**config.mk**
```make
export PLATFORM = sky130hd
export DESIGN_NAME = adc_trig_fifo
export DESIGN_NICKNAME = d
export VERILOG_FILES = /design/src/rtl/adctf_pkg.sv /design/src/rtl/adctf_evt_edge.sv /design/src/rtl/adctf_ctrl_fsm.sv /design/src/rtl/adctf_fifo.sv /design/src/rtl/adc_trig_fifo.sv
export SDC_FILE = /design/constraint.sdc
export NUM_CORES = 1
export LEC_CHECK = 0
export BUFFER_PORTS_ARGS = -buffer_cell sky130_fd_sc_hd__buf_2
export CORE_AREA = 4 4 137 139
export CTS_BUF_LIST = sky130_fd_sc_hd__clkbuf_16
export DETAILED_ROUTE_END_ITERATION = 10
export DIE_AREA = 0 0 141 143
export PLACE_DENSITY = 0.82
export REMOVE_ABC_BUFFERS = 1
export SLEW_MARGIN = 20
export SYNTH_ARGS = -nofsm -noshare
export SYNTH_HDL_FRONTEND = slang
export SYNTH_SLANG_ARGS = --single-unit
export TNS_END_PERCENT = 20
```
**constraint.sdc**
```tcl
create_clock -name clk -period 6 [get_ports clk]
set_input_delay 0.9 -clock clk [delete_from_list [all_inputs] [get_ports clk]]
set_output_delay 0.9 -clock clk [all_outputs]
set_load 0.05 [all_outputs]
```
**src/rtl/adctf_pkg.sv**
```systemverilog
package adctf_pkg;

    typedef enum logic [1:0] {
        CMD_OFF   = 2'd0,
        CMD_RUN   = 2'd1,
        CMD_RSVD  = 2'd2,
        CMD_FLUSH = 2'd3
    } cmd_e;

    typedef enum logic [1:0] {
        ST_OFF   = 2'd0,
        ST_RUN   = 2'd1,
        ST_FLUSH = 2'd2
    } state_e;

    localparam int ADDR_W = 2;

    localparam logic [ADDR_W-1:0] ADDR_CTRL = 2'd0;
    localparam logic [ADDR_W-1:0] ADDR_TRIG = 2'd1;
    localparam logic [ADDR_W-1:0] ADDR_DATA = 2'd2;
    localparam logic [ADDR_W-1:0] ADDR_STAT = 2'd3;

    localparam int CTRL_POL_BIT = 4;
    localparam int CTRL_SRC_LSB = 8;

    localparam int STAT_EMPTY = 0;
    localparam int STAT_FULL  = 1;
    localparam int STAT_AFULL = 2;
    localparam int STAT_OVF   = 3;
    localparam int STAT_UNF   = 4;

endpackage

```
**src/rtl/adctf_evt_edge.sv**
```systemverilog
module adctf_evt_edge #(
    parameter int EVT_W = 64,
    parameter logic [EVT_W-1:0] VALID_MASK = '1,
    localparam int SRC_W = $clog2(EVT_W)
) (
    input  logic             clk,
    input  logic             rst_n,
    input  logic [EVT_W-1:0] evt_i,
    input  logic [SRC_W-1:0] src_i,
    input  logic             pol_i,
    output logic             edge_o
);

    logic [EVT_W-1:0] rise;
    logic [EVT_W-1:0] fall;

    // Two synchronizer stages plus one history stage per line.
    for (genvar g = 0; g < EVT_W; g++) begin : g_line
        logic [2:0] pipe_q;
        always_ff @(posedge clk or negedge rst_n) begin
            if (!rst_n) begin
                pipe_q <= '0;
            end else begin
                pipe_q <= {pipe_q[1:0], evt_i[g]};
            end
        end
        assign rise[g] = pipe_q[1] & ~pipe_q[2];
        assign fall[g] = ~pipe_q[1] & pipe_q[2];
    end

    logic src_defined;
    assign src_defined = VALID_MASK[src_i];

    always_comb begin
        edge_o = 1'b0;
        if (src_defined) begin
            edge_o = pol_i ? fall[src_i] : rise[src_i];
        end
    end

endmodule

```
**src/rtl/adctf_ctrl_fsm.sv**
```systemverilog
module adctf_ctrl_fsm
    import adctf_pkg::*;
(
    input  logic clk,
    input  logic rst_n,
    input  cmd_e cmd_i,
    output logic run_o,
    output logic flush_o
);

    state_e state_q;
    state_e state_d;

    always_comb begin
        unique case (cmd_i)
            CMD_RUN:   state_d = ST_RUN;
            CMD_FLUSH: state_d = ST_FLUSH;
            default:   state_d = ST_OFF;
        endcase
    end

    always_ff @(posedge clk or negedge rst_n) begin
        if (!rst_n) begin
            state_q <= ST_OFF;
        end else begin
            state_q <= state_d;
        end
    end

    always_comb begin
        run_o   = 1'b0;
        flush_o = 1'b0;
        unique case (state_q)
            ST_RUN:   run_o   = 1'b1;
            ST_FLUSH: flush_o = 1'b1;
            default: begin
                run_o   = 1'b0;
                flush_o = 1'b0;
            end
        endcase
    end

endmodule

```
**src/rtl/adctf_fifo.sv**
```systemverilog
module adctf_fifo #(
    parameter int DEPTH = 4,
    parameter int DW    = 12,
    localparam int PTR_W = (DEPTH > 1) ? $clog2(DEPTH) : 1,
    localparam int LVL_W = $clog2(DEPTH + 1)
) (
    input  logic          clk,
    input  logic          rst_n,
    input  logic          clr_i,
    input  logic          push_i,
    input  logic [DW-1:0] push_data_i,
    input  logic          pop_i,
    output logic [DW-1:0] head_o,
    output logic          empty_o,
    output logic          full_o,
    output logic          afull_o,
    output logic          ovf_o,
    output logic          unf_o
);

    localparam logic [LVL_W-1:0] LVL_FULL  = LVL_W'(DEPTH);
    localparam logic [LVL_W-1:0] LVL_AFULL = LVL_W'(DEPTH - 1);
    localparam logic [PTR_W-1:0] PTR_LAST  = PTR_W'(DEPTH - 1);

    logic [DW-1:0]    mem [DEPTH];
    logic [PTR_W-1:0] wr_ptr_q;
    logic [PTR_W-1:0] rd_ptr_q;
    logic [LVL_W-1:0] level_q;
    logic [DW-1:0]    last_q;
    logic             ovf_q;
    logic             unf_q;

    logic push_ok;
    logic pop_ok;

    assign empty_o = (level_q == '0);
    assign full_o  = (level_q == LVL_FULL);
    assign afull_o = (level_q == LVL_AFULL);
    assign ovf_o   = ovf_q;
    assign unf_o   = unf_q;

    assign push_ok = push_i & ~full_o & ~ovf_q;
    assign pop_ok  = pop_i & ~empty_o & ~unf_q;

    assign head_o = (empty_o | unf_q) ? last_q : mem[rd_ptr_q];

    always_ff @(posedge clk) begin
        if (push_ok && !clr_i) begin
            mem[wr_ptr_q] <= push_data_i;
        end
    end

    always_ff @(posedge clk or negedge rst_n) begin
        if (!rst_n) begin
            wr_ptr_q <= '0;
            rd_ptr_q <= '0;
            level_q  <= '0;
            last_q   <= '0;
            ovf_q    <= 1'b0;
            unf_q    <= 1'b0;
        end else if (clr_i) begin
            wr_ptr_q <= '0;
            rd_ptr_q <= '0;
            level_q  <= '0;
            ovf_q    <= 1'b0;
            unf_q    <= 1'b0;
        end else begin
            if (push_i && (full_o || ovf_q)) begin
                ovf_q <= 1'b1;
            end
            if (pop_i && (empty_o || unf_q)) begin
                unf_q <= 1'b1;
            end
            if (push_ok) begin
                wr_ptr_q <= (wr_ptr_q == PTR_LAST) ? '0 : wr_ptr_q + 1'b1;
            end
            if (pop_ok) begin
                rd_ptr_q <= (rd_ptr_q == PTR_LAST) ? '0 : rd_ptr_q + 1'b1;
                last_q   <= mem[rd_ptr_q];
            end
            unique case ({push_ok, pop_ok})
                2'b10:   level_q <= level_q + 1'b1;
                2'b01:   level_q <= level_q - 1'b1;
                default: level_q <= level_q;
            endcase
        end
    end

endmodule

```
**src/rtl/adc_trig_fifo.sv**
```systemverilog
module adc_trig_fifo
    import adctf_pkg::*;
#(
    parameter int EVT_W = 64,
    parameter int DEPTH = 4,
    parameter int SMP_W = 12,
    parameter logic [EVT_W-1:0] VALID_MASK = 64'h21FF_CFFF_FFFF_FFFF
) (
    input  logic              clk,
    input  logic              rst_n,
    input  logic [EVT_W-1:0]  evt_i,
    input  logic              smp_valid_i,
    input  logic [SMP_W-1:0]  smp_data_i,
    output logic              start_o,
    input  logic [ADDR_W-1:0] reg_addr_i,
    input  logic              reg_wr_i,
    input  logic              reg_rd_i,
    input  logic [31:0]       reg_wdata_i,
    output logic [31:0]       reg_rdata_o
);

    localparam int SRC_W = $clog2(EVT_W);

    cmd_e             cmd_q;
    logic             pol_q;
    logic [SRC_W-1:0] src_q;
    logic             start_q;

    logic wr_ctrl, wr_trig, wr_data, rd_data;
    logic manual_trig;
    logic evt_edge;
    logic fsm_run, fsm_flush;

    logic             conv_push, bus_push, q_push;
    logic [SMP_W-1:0] q_push_data;
    logic [SMP_W-1:0] q_head;
    logic f_empty, f_full, f_afull, f_ovf, f_unf;

    logic unused_wdata;
    assign unused_wdata = ^reg_wdata_i;

    assign wr_ctrl = reg_wr_i && (reg_addr_i == ADDR_CTRL);
    assign wr_trig = reg_wr_i && (reg_addr_i == ADDR_TRIG);
    assign wr_data = reg_wr_i && (reg_addr_i == ADDR_DATA);
    assign rd_data = reg_rd_i && (reg_addr_i == ADDR_DATA);

    assign manual_trig = wr_trig & reg_wdata_i[0];

    always_ff @(posedge clk or negedge rst_n) begin
        if (!rst_n) begin
            cmd_q <= CMD_OFF;
            pol_q <= 1'b0;
            src_q <= '1;
        end else if (wr_ctrl) begin
            cmd_q <= cmd_e'(reg_wdata_i[1:0]);
            pol_q <= reg_wdata_i[CTRL_POL_BIT];
            src_q <= reg_wdata_i[CTRL_SRC_LSB +: SRC_W];
        end
    end

    adctf_evt_edge #(
        .EVT_W      (EVT_W),
        .VALID_MASK (VALID_MASK)
    ) u_evt (
        .clk    (clk),
        .rst_n  (rst_n),
        .evt_i  (evt_i),
        .src_i  (src_q),
        .pol_i  (pol_q),
        .edge_o (evt_edge)
    );

    adctf_ctrl_fsm u_fsm (
        .clk     (clk),
        .rst_n   (rst_n),
        .cmd_i   (cmd_q),
        .run_o   (fsm_run),
        .flush_o (fsm_flush)
    );

    always_ff @(posedge clk or negedge rst_n) begin
        if (!rst_n) begin
            start_q <= 1'b0;
        end else begin
            start_q <= fsm_run & (evt_edge | manual_trig);
        end
    end
    assign start_o = start_q;

    assign conv_push   = fsm_run & smp_valid_i;
    assign bus_push    = wr_data & ~fsm_flush;
    assign q_push      = conv_push | bus_push;
    assign q_push_data = conv_push ? smp_data_i : reg_wdata_i[SMP_W-1:0];

    adctf_fifo #(
        .DEPTH (DEPTH),
        .DW    (SMP_W)
    ) u_fifo (
        .clk         (clk),
        .rst_n       (rst_n),
        .clr_i       (fsm_flush),
        .push_i      (q_push),
        .push_data_i (q_push_data),
        .pop_i       (rd_data),
        .head_o      (q_head),
        .empty_o     (f_empty),
        .full_o      (f_full),
        .afull_o     (f_afull),
        .ovf_o       (f_ovf),
        .unf_o       (f_unf)
    );

    always_comb begin
        reg_rdata_o = '0;
        unique case (reg_addr_i)
            ADDR_CTRL: begin
                reg_rdata_o[1:0]                  = cmd_q;
                reg_rdata_o[CTRL_POL_BIT]         = pol_q;
                reg_rdata_o[CTRL_SRC_LSB +: SRC_W] = src_q;
            end
            ADDR_DATA: reg_rdata_o[SMP_W-1:0] = q_head;
            ADDR_STAT: begin
                reg_rdata_o[STAT_EMPTY] = f_empty;
                reg_rdata_o[STAT_FULL]  = f_full;
                reg_rdata_o[STAT_AFULL] = f_afull;
                reg_rdata_o[STAT_OVF]   = f_ovf;
                reg_rdata_o[STAT_UNF]   = f_unf;
            end
            default: reg_rdata_o = '0;
        endcase
    end

endmodule

```
* Word-level counts from Yosys, hierarchy flattened
Memories as Yosys holds them, arrays and structs flattened.
Cells that the tools add are included.
** Cells by class
- Add/subtract/negate cells :: 4
- Multipliers :: 0
- Divide/modulo/power cells :: 0
- $lt $le $gt $ge :: 1
- Equality and inequality tests :: 13
- Shift operators :: 0
- Multiplexer cells :: 32
- Bitwise logic cells :: 272
- Reduce and logical (&&, ||, !) cells :: 18
** Operators by type and width (number)
- bitwise AND 1 bit :: 136
- NOT 1 bit :: 133
- two-way mux 12 bit :: 2
- equality test 2 bit (second input constant) :: 7
- two-way mux 2 bit :: 7
- two-way mux 1 bit :: 13
- binary-select mux 1 bit (select 6 bit) :: 2
- equality test 2 x 1 -> 1 bit (second input constant) :: 4
- case mux 2 bit (2 select lines) :: 2
- case mux 4 bit (2 select lines) :: 1
- nonzero test 2 bit :: 4
- logical AND 1 bit :: 7
- < comparator 6 x 7 -> 1 bit (second input constant) :: 1
- two-way mux 3 bit :: 2
- case mux 2 bit (3 select lines) :: 1
- case mux 3 bit (2 select lines) :: 1
- adder 2 x 1 -> 2 bit (second input constant) :: 2
- adder 3 x 1 -> 3 bit (second input constant) :: 1
- equality test 3 x 2 -> 1 bit (second input constant) :: 1
- equality test 3 bit (second input constant) :: 1
- zero test 3 bit :: 1
- bitwise OR 1 bit :: 3
- case mux 1 bit (3 select lines) :: 1
- nonzero test 3 bit :: 1
- 5 further kinds :: 6
** Storage, ports and cells
- Bits in registers :: 225
- Bits in latches :: 0
- RAM bits :: 48
- ROM bits :: 64
- Bits of input ports :: 115
- Output and inout port bits :: 33
- Logic and storage cells :: 417
- Memories kept :: 2
** Memories
- (no name shown) :: words 64, bits a word 1, read ports 1, clocked after Yosys merged registers in 0, write ports 0, RTL line adctf_evt_edge.sv:32 : assign src_defined = VALID_MASK[src_i];
- u_fifo.mem :: words 4, bits a word 12, read ports 1, clocked after Yosys merged registers in 0, write ports 1, RTL line adctf_fifo.sv:25 : logic [DW-1:0] mem [DEPTH];

* Longest topological paths before layout
Gate-level depths: netlist of run 1.
- Depth in word-level cells :: 10
- Gate-level depth with buffers :: 10
- Depth with buffers taken out :: 8

* Cells and area by module
Synthesis of run 1 repeated with hierarchy kept, for this count alone.
** Unflattened totals
- Cell total of the unflattened synthesis :: 734
- Area, all modules :: 10501.3 µm²
** Modules (own cells, without submodules)
- adctf_evt_edge :: times used 1, cells each 477, area an instance 6575.1 µm², seq. area each 4804.6 µm²
- adctf_fifo :: times used 1, cells each 165, area an instance 2920.3 µm², seq. area each 1966.9 µm²
- adc_trig_fifo :: times used 1, cells each 86, area an instance 925.9 µm², seq. area each 257.7 µm²
- adctf_ctrl_fsm :: times used 1, cells each 6, area an instance 80.1 µm², seq. area each 50.0 µm²

* Least setup slack after synthesis of run 1
OpenSTA, ideal clock, no wires.
- Kind :: input-to-output
- Start point :: input port reg_addr_i[1]
- End point :: output port reg_rdata_o[10]
- Arrival :: 2.414 ns
- Data required time :: 5.100 ns
- Path slack :: 2.686 ns
- Stages :: 3
- Buffers on the path :: 1
- Cells stage by stage :: clkbuf_1 > nor2_1 > a211oi_1
** On the way
- Cells in the longest elaborated chain, start to end :: 2
- Elaborated cells between the ends (all ways) :: 3
- Those cells by class :: eq/ne (1); mux (1); reduce/logical (1)
** RTL lines
- start, declared :: RTL line adc_trig_fifo.sv:15 : input logic [ADDR_W-1:0] reg_addr_i,
- equality test 2 bit or zero test 2 bit (tied branches) :: RTL line adc_trig_fifo.sv:115 : unique case (reg_addr_i)
- case mux 4 bit (2 select lines) (*) :: RTL line adc_trig_fifo.sv:115
- end, declared :: RTL line adc_trig_fifo.sv:19 : output logic [31:0] reg_rdata_o
Mark *: on every way between the ends. The rest lies on a longest branch, timed or not.

* Worst setup path in the final report of run 1
- Start point :: register u_fifo.level_q[0]
- End point :: output port reg_rdata_o[1]
** On the way
- Cells in the longest elaborated chain, start to end :: 4
- Elaborated cells between the ends (all ways) :: 5
- Those cells by class :: eq/ne (1); mux (2); bitwise (1); reduce/logical (1)
** RTL lines
- start, declared :: RTL line adctf_fifo.sv:28 : logic [LVL_W-1:0] level_q;
- start signal, assigned :: RTL line adctf_fifo.sv:82 : 2'b10: level_q <= level_q + 1'b1;
- start signal, assigned :: RTL line adctf_fifo.sv:83 : 2'b01: level_q <= level_q - 1'b1;
- start signal, assigned :: RTL line adctf_fifo.sv:84 : default: level_q <= level_q;
- zero test 3 bit :: RTL line adctf_fifo.sv:36 : assign empty_o = (level_q == '0);
- bitwise OR 1 bit :: RTL line adctf_fifo.sv:45 : assign head_o = (empty_o | unf_q) ? last_q : mem[rd_ptr_q];
- two-way mux 12 bit :: RTL line adctf_fifo.sv:45
- case mux 2 bit (3 select lines) (*) :: RTL line adc_trig_fifo.sv:115
Marked as above.

==> results.cfg, run 1 <==
[run_status]
status = completed

[sta]
setup_viol = 0
final-max-slew-violation-count = 0
finalCriticalPeriod_ns = 3.72
rsz0062_at_grt = no
max_freq_mhz = 269
slew-limit-headroom_pct = 30.4
tightestPinTransition_ns = 1.04
skew_ns = 0.0115
holdWs_ns = 0.347
finalWorstSetupSlack_ns = 2.28
hold_viol_final = 0
tns_ns = 0
finalCritPeriodShare_pct = 62.0

[floorplan]
die_w_um = 141
row_count = 49
io_pins = 148
die_h_um = 143
coreArea_um2 = 17700
die_area_um2 = 20200
start_util_pct = 58.6

[final_layout]
fillers = 1186
layout_commonest_cell = dfrtp_1
post-route-cell-area_um2 = 11900
drive_above_1_share_pct = 25.1
utilization_pct = 67.6
nets = 951
layout_common_cells = dfrtp_1 (219), buf_2 (110), edfxtp_1 (48), nand2_1 (40), inv_1 (35)
fin_cells = 1079
diodes = 0
regArea_um2 = 7080
area_growth_pct = 15.2
multi_input_area_um2 = 2900

[setup_path]
critPathLaunchType = flop
worstSetupEndpointType = output port
cp.arrival_ns = 2.82
r2r_start = u_fifo.level_q[0]
reg2reg_depth = 5
r2r-end = u_fifo.last_q[4]
rrSetupSlack_ns = 2.80
cp_max_fo = 14
path_class = reg2out
crit_required_ns = 5.10

[clock_network]
cts_root_buf = clkbuf_16
cts_tree = yes
insertion_delay_ns = 0.52
cts_sinks = 273
clockBufferDepth = 3
cts_setup_buffers = 0
cts_made_buffers = 26
path_clk_slew_ns = 0.06
cts_hold_buf = 0
htree_num_levels = 1
cts_resized = 0

[min_path]
hold_class = reg2reg
worstHoldPathCells = 0
min_to = u_evt.g_line[55].pipe_q[1]
hold_start = u_evt.g_line[55].pipe_q[0]

[routing]
ant_nets = 0
avgViaCountPerCell = 5.75
drt-total-wl_mm = 20.1
vias = 6207
first_iter_violations = 475
drc = 0
dr.pass1.iters = 4
wl_per_cell_um = 18.7

[place]
port_buffers = 111
dp.cells = 1031
dp_slack_ns = 2.53
place_area_um2 = 11000
dp_hpwl_mm = 13.3
gp_congestion = 0.839

[pwr]
p_total_mw = 4.87
leakage_nw = 5.16
ir_drop_uv = 336
p_per_area_nw_per_um2 = 408

[global_routing]
antenna_found_initial = 0
grt_pass1_vias = 6126
gr-total-overflow = 0
grt_pass1_wl_mm = 32.0
grt_max_degree = 98
gr-usage-all-layers_pct = 20.1

[synth]
syn_area_um2 = 10300
synth_ff_type = dfrtp_1
synth_enable_flop_cells = 48
ys_types = 66
ys_async_sr_fraction_pct = 82.4
ys_ff_latch = 273
seq_area_frac_synth_pct = 68.4
avgSynthCellArea_um2 = 14.4
yosysWarnings = 0
syn_inst = 720

[run]
drv_cap = 0
## where the power goes
group	leakage (nW)	switching (mW)	internal (mW)	total [mW]
clock	0.474	0.656	1.11	1.77
sequential	3.07	0.170	2.08	2.25
combinational	1.62	0.493	0.357	0.850
## worst max path at each step
stage	start	to	depth (start not counted)
5_1_grt	u_fifo.level_q[0]	reg_rdata_o[1]	7
2_1_floorplan	src_q[0]	reg_rdata_o[8]	2
3_3_place_gp	reg_addr_i[1]	u_fifo.level_q[2]	9
6_report	u_fifo.level_q[0]	reg_rdata_o[1]	7
4_1_cts	u_fifo.rd_ptr_q[0]	reg_rdata_o[1]	6
3_5_place_dp	reg_addr_i[1]	u_fifo.level_q[2]	9
## critical path: stages (launching register included)
cell and delay [ns]:
dfrtp_1 0.47, nor3_1 0.13, nor2_2 0.74, mux2i_1 0.18, nand2_1 0.10, o21ai_0 0.08
o21ai_0 0.28, buf_2 0.33
## Yosys cell counts (4+ instances only)
library cell	number	share of area [%]
a31oi_1	4	0.24
mux2i_1	14	1.4
ha_1	5	0.60
nor2b_1	14	0.85
o22ai_1	4	0.24
o311a_1	6	0.58
nand3_1	7	0.34
nand2b_1	29	1.8
dfrtp_1	219	53
and2_1	11	0.66
nand2_1	40	1.5
a211oi_1	7	0.51
edfxtp_1	48	14
a32oi_1	5	0.42
and3b_1	9	0.76
a21oi_1	11	0.53
buf_2	15	0.73
mux2_2	30	3.3
o32ai_1	10	0.85
nand3b_1	5	0.36
a311oi_1	5	0.42
nor3b_1	9	0.65
mux4_2	16	3.5
o21ai_0	22	1.1
nor3_1	10	0.48
clkbuf_1	7	0.25
dfstp_2	6	1.5
buf_4	23	1.7
inv_1	32	1.2
a221oi_1	7	0.59
o221ai_1	11	0.93
nor2_1	29	1.1
## registers in the layout, indices dropped and copies added, names as in the netlist
name / cells
u_evt.g_line.pipe_q: 192
u_fifo.mem: 48
u_fifo.last_q: 12
src_q: 6
u_fifo.level_q: 3
cmd_q: 2
u_fifo.rd_ptr_q: 2
u_fifo.wr_ptr_q: 2
u_fsm.state_q: 2
pol_q: 1
start_o: 1
u_fifo.ovf_o: 1
u_fifo.unf_o: 1
## routing by layer
metal | wire, um | global-route usage [%] | vias to the layer above
met2 | 10100 | 34.2 | 246
met3 | 1270 | 3.08 | 48
met4 | 561 | 6.73 | 0
met5 | 0 | 0 | -
met1 | 8250 | 27.0 | 3122
li1 | - | - | 2791
## area by class of cell
class | count | share of cell area, %
Sequential cell | 273 | 59.4
Timing Repair Buffer | 115 | 4.99
Clock buffer | 27 | 5.66
Multi-Input combinational cell | 381 | 24.3
Inverter | 33 | 1.04
Clock inverter | 21 | 2.28
Tap cell | 229 | 2.40
## cell families (layout without fill, tap and decap cells)
logic type	Yosys count	after routing	synth area share, %
and+or+nand+nor	178	178	9.62
xor gates and xnor gates	2	2	0.169
muxes	60	60	8.10
DFF	273	273	68.4
buffers and inverters	83	196	4.24
adders and majority gates	6	6	0.798
AOI/OAI and AO/OA	117	117	8.63
other	1	18	0.0362
Power figures use the tool's default switching activity.
==> inputs of run 2 (changes only) <==
--- a/config.mk
+++ b/config.mk
@@ -6,11 +6,11 @@
 export NUM_CORES = 1
 export LEC_CHECK = 0
 export BUFFER_PORTS_ARGS = -buffer_cell sky130_fd_sc_hd__buf_2
-export CORE_AREA = 4 4 137 139
+export CORE_AREA = 4 4 148 150
 export CTS_BUF_LIST = sky130_fd_sc_hd__clkbuf_16
 export DETAILED_ROUTE_END_ITERATION = 10
-export DIE_AREA = 0 0 141 143
-export PLACE_DENSITY = 0.82
+export DIE_AREA = 0 0 152 154
+export PLACE_DENSITY = 0.74
 export REMOVE_ABC_BUFFERS = 1
 export SLEW_MARGIN = 20
 export SYNTH_ARGS = -nofsm -noshare
==> constraint.sdc (replaced) <==
create_clock -name clk -period 3.1 [get_ports clk]
set_input_delay 0.465 -clock clk [delete_from_list [all_inputs] [get_ports clk]]
set_output_delay 0.465 -clock clk [all_outputs]
set_load 0.05 [all_outputs]
==> run 2 against run 1 <==
The run now ends with negative hold slack left; power rose by 90%; combinational power up 100%; worst setup slack got worse by 2.1 ns; critical path type unchanged; largest cell class unchanged; largest power group unchanged; highest routed layer unchanged.
==> results.cfg, run 2 (synthesis gave the netlist of run 1 again) <==
[place]
dp.cells = 1097
gp_congestion = 0.814
dp_hpwl_mm = 13.6
port_buffers = 111
place_area_um2 = 11200

[clock_network]
cts_made_buffers = 27
clockBufferDepth = 3
cts_tree = yes
path_clk_slew_ns = 0.06
insertion_delay_ns = 0.52
cts_root_buf = clkbuf_16
htree_num_levels = 1
cts_sinks = 273

[routing]
drt-total-wl_mm = 19.8
dr.pass1.iters = 5
drc = 0
first_iter_violations = 365
wl_per_cell_um = 17.3
vias = 6097
ant_nets = 0
avgViaCountPerCell = 5.32

[setup_path]
rrSetupSlack_ns = 0.44
cp_max_fo = 14
cp_num_buf_inv = 1
cp.arrival_ns = 2.45
crit_family = simple AND/OR/NAND/NOR gates
crit_required_ns = 2.63
crit_chain = nor3_1 -> nor2_4 -> mux2i_1 -> a211oi_1 -> buf_2
path_class = reg2out
slowest_delay_ns = 0.44
cp_slowest_cell = dfrtp_1
worstSetupEndpointType = output port
critPathLaunchType = flop

[sta]
skew_ns = 0.0111
slew-limit-headroom_pct = 47.0
holdWs_ns = -0.00668
finalCritPeriodShare_pct = 94.2
final-max-slew-violation-count = 0
setup_viol = 0
tightestPinTransition_ns = 0.795
max_freq_mhz = 343
finalCriticalPeriod_ns = 2.92
rsz0062_at_grt = no
hold_viol_final = 5

[pwr]
p_per_area_nw_per_um2 = 763
leakage_nw = 5.25
pwr-share-comb_pct = 18.6
switchingPower_mw = 2.58
internal-power_mw = 6.66
swShare_pct = 27.9
p_total_mw = 9.24
ir_drop_uv = 533
pwr-share-clk_pct = 34.5
seq_power_share_pct = 46.9

[floorplan]
die_area_um2 = 23400
die_h_um = 154
io_pins = 148
coreArea_um2 = 20700
die_w_um = 152
row_count = 53
start_util_pct = 50.0

[final_layout]
layout_commonest_cell = dfrtp_1
utilization_pct = 58.5
largest-register = u_evt.g_line.pipe_q
post-route-cell-area_um2 = 12100
drive_above_1_share_pct = 27.2
layout_common_cells = dfrtp_1 (218), buf_2 (110), edfxtp_1 (48), nand2_1 (40), inv_1 (36)
nets = 972
fin_cells = 1146
area_growth_pct = 17.0
top_regs = u_evt.g_line.pipe_q: 192 flops, u_fifo.mem: 48 flops, u_fifo.last_q: 12 flops
largest_register_ff_count = 192
diodes = 0

[run]
drv_cap = 0

[global_routing]
antenna_found_initial = 0
grt_pass1_wl_mm = 32.1
grtUsageMet1_pct = 22.2
grt-busiest-layer = met2
use_met2_pct = 28.7
grt_max_degree = 111
gr-total-overflow = 0
grtUsageMet3_pct = 2.96
grt_pass1_vias = 6278
gr-usage-all-layers_pct = 16.7

[run_status]
status = complete, but fails checks
violations = negative hold slack

[min_path]
hold_class = in2async
-- run 2: cell types whose count changed in the layout (fill, tap and decap cells not counted), moves of 2 or more --
cell / delta
clkinv_1: -3
clkinv_4: +2
buf_12: +2
buf_4: +18
bufinv_16: -4
-- run 2: final timing paths --
path                                              end                        from  cells after the start
setup / recovery                       reg_rdata_o[9]           u_fifo.level_q[0]                      5
hold / removal             u_evt.g_line[34].pipe_q[1]                       rst_n                      1
setup reg to reg                              start_o                    src_q[0]                      6
hold reg to reg            u_evt.g_line[54].pipe_q[1]  u_evt.g_line[54].pipe_q[0]                      0
max in group asynchronous   u_evt.g_line[1].pipe_q[0]                       rst_n                      2
min in group clk           u_evt.g_line[21].pipe_q[0]                   evt_i[21]                      1
-- run 2: metal layers --
layer,wire length [um],vias up
met5,0,-
met4,435,0
met3,1170,39
met2,9760,186
met1,8470,3033
li1,-,2839
-- run 2: area by class of cell --
| class | instances | area, um^2 |
|---|---|---|
| Fill cell | 1637 | 8580 |
| Sequential cell | 273 | 7080 |
| Multi-Input combinational cell | 381 | 2900 |
| Timing Repair Buffer | 135 | 771 |
| Clock buffer | 28 | 701 |
| Tap cell | 275 | 344 |
| Clock inverter | 21 | 189 |
| Inverter | 33 | 124 |
-- run 2: worst reg2reg max path, stage by stage (launching register included) --
cell and delay, ns:
dfstp_2 0.97, buf_4 0.36, mux4_2 0.53, o2111ai_1 0.27, a31o_1 0.23, o2111ai_1 0.13, o211ai_2 0.11
-- run 2: through the flow --
step / setup WS (ns) / setup TNS (ns)
2_1_floorplan: -0.0585 / -0.0585
3_3_place_gp: 0.308 / 0
3_5_place_dp: 0.215 / 0
4_1_cts: 0.0628 / 0
5_1_grt: 0.0192 / 0
6_report: 0.181 / 0
-- run 2: repair_timing --
action                     CTS  global route
hold buffers                 0             0
resized for setup            1             1
setup buffers                0             0
setup endpoints to repair    5             4
-- run 2: power groups by stage --
| stage | Clock, mW | Combinational, mW | Sequential [mW] |
|---|---|---|---|
| after floorplan | 0 | 1.16 | 4.34 |
| after global placement | 0 | 1.69 | 4.37 |
| after detailed placement | 0 | 1.72 | 4.40 |
| after CTS | 3.27 | 1.73 | 4.33 |
| after global routing | 3.43 | 1.88 | 4.38 |
| final | 3.19 | 1.72 | 4.33 |
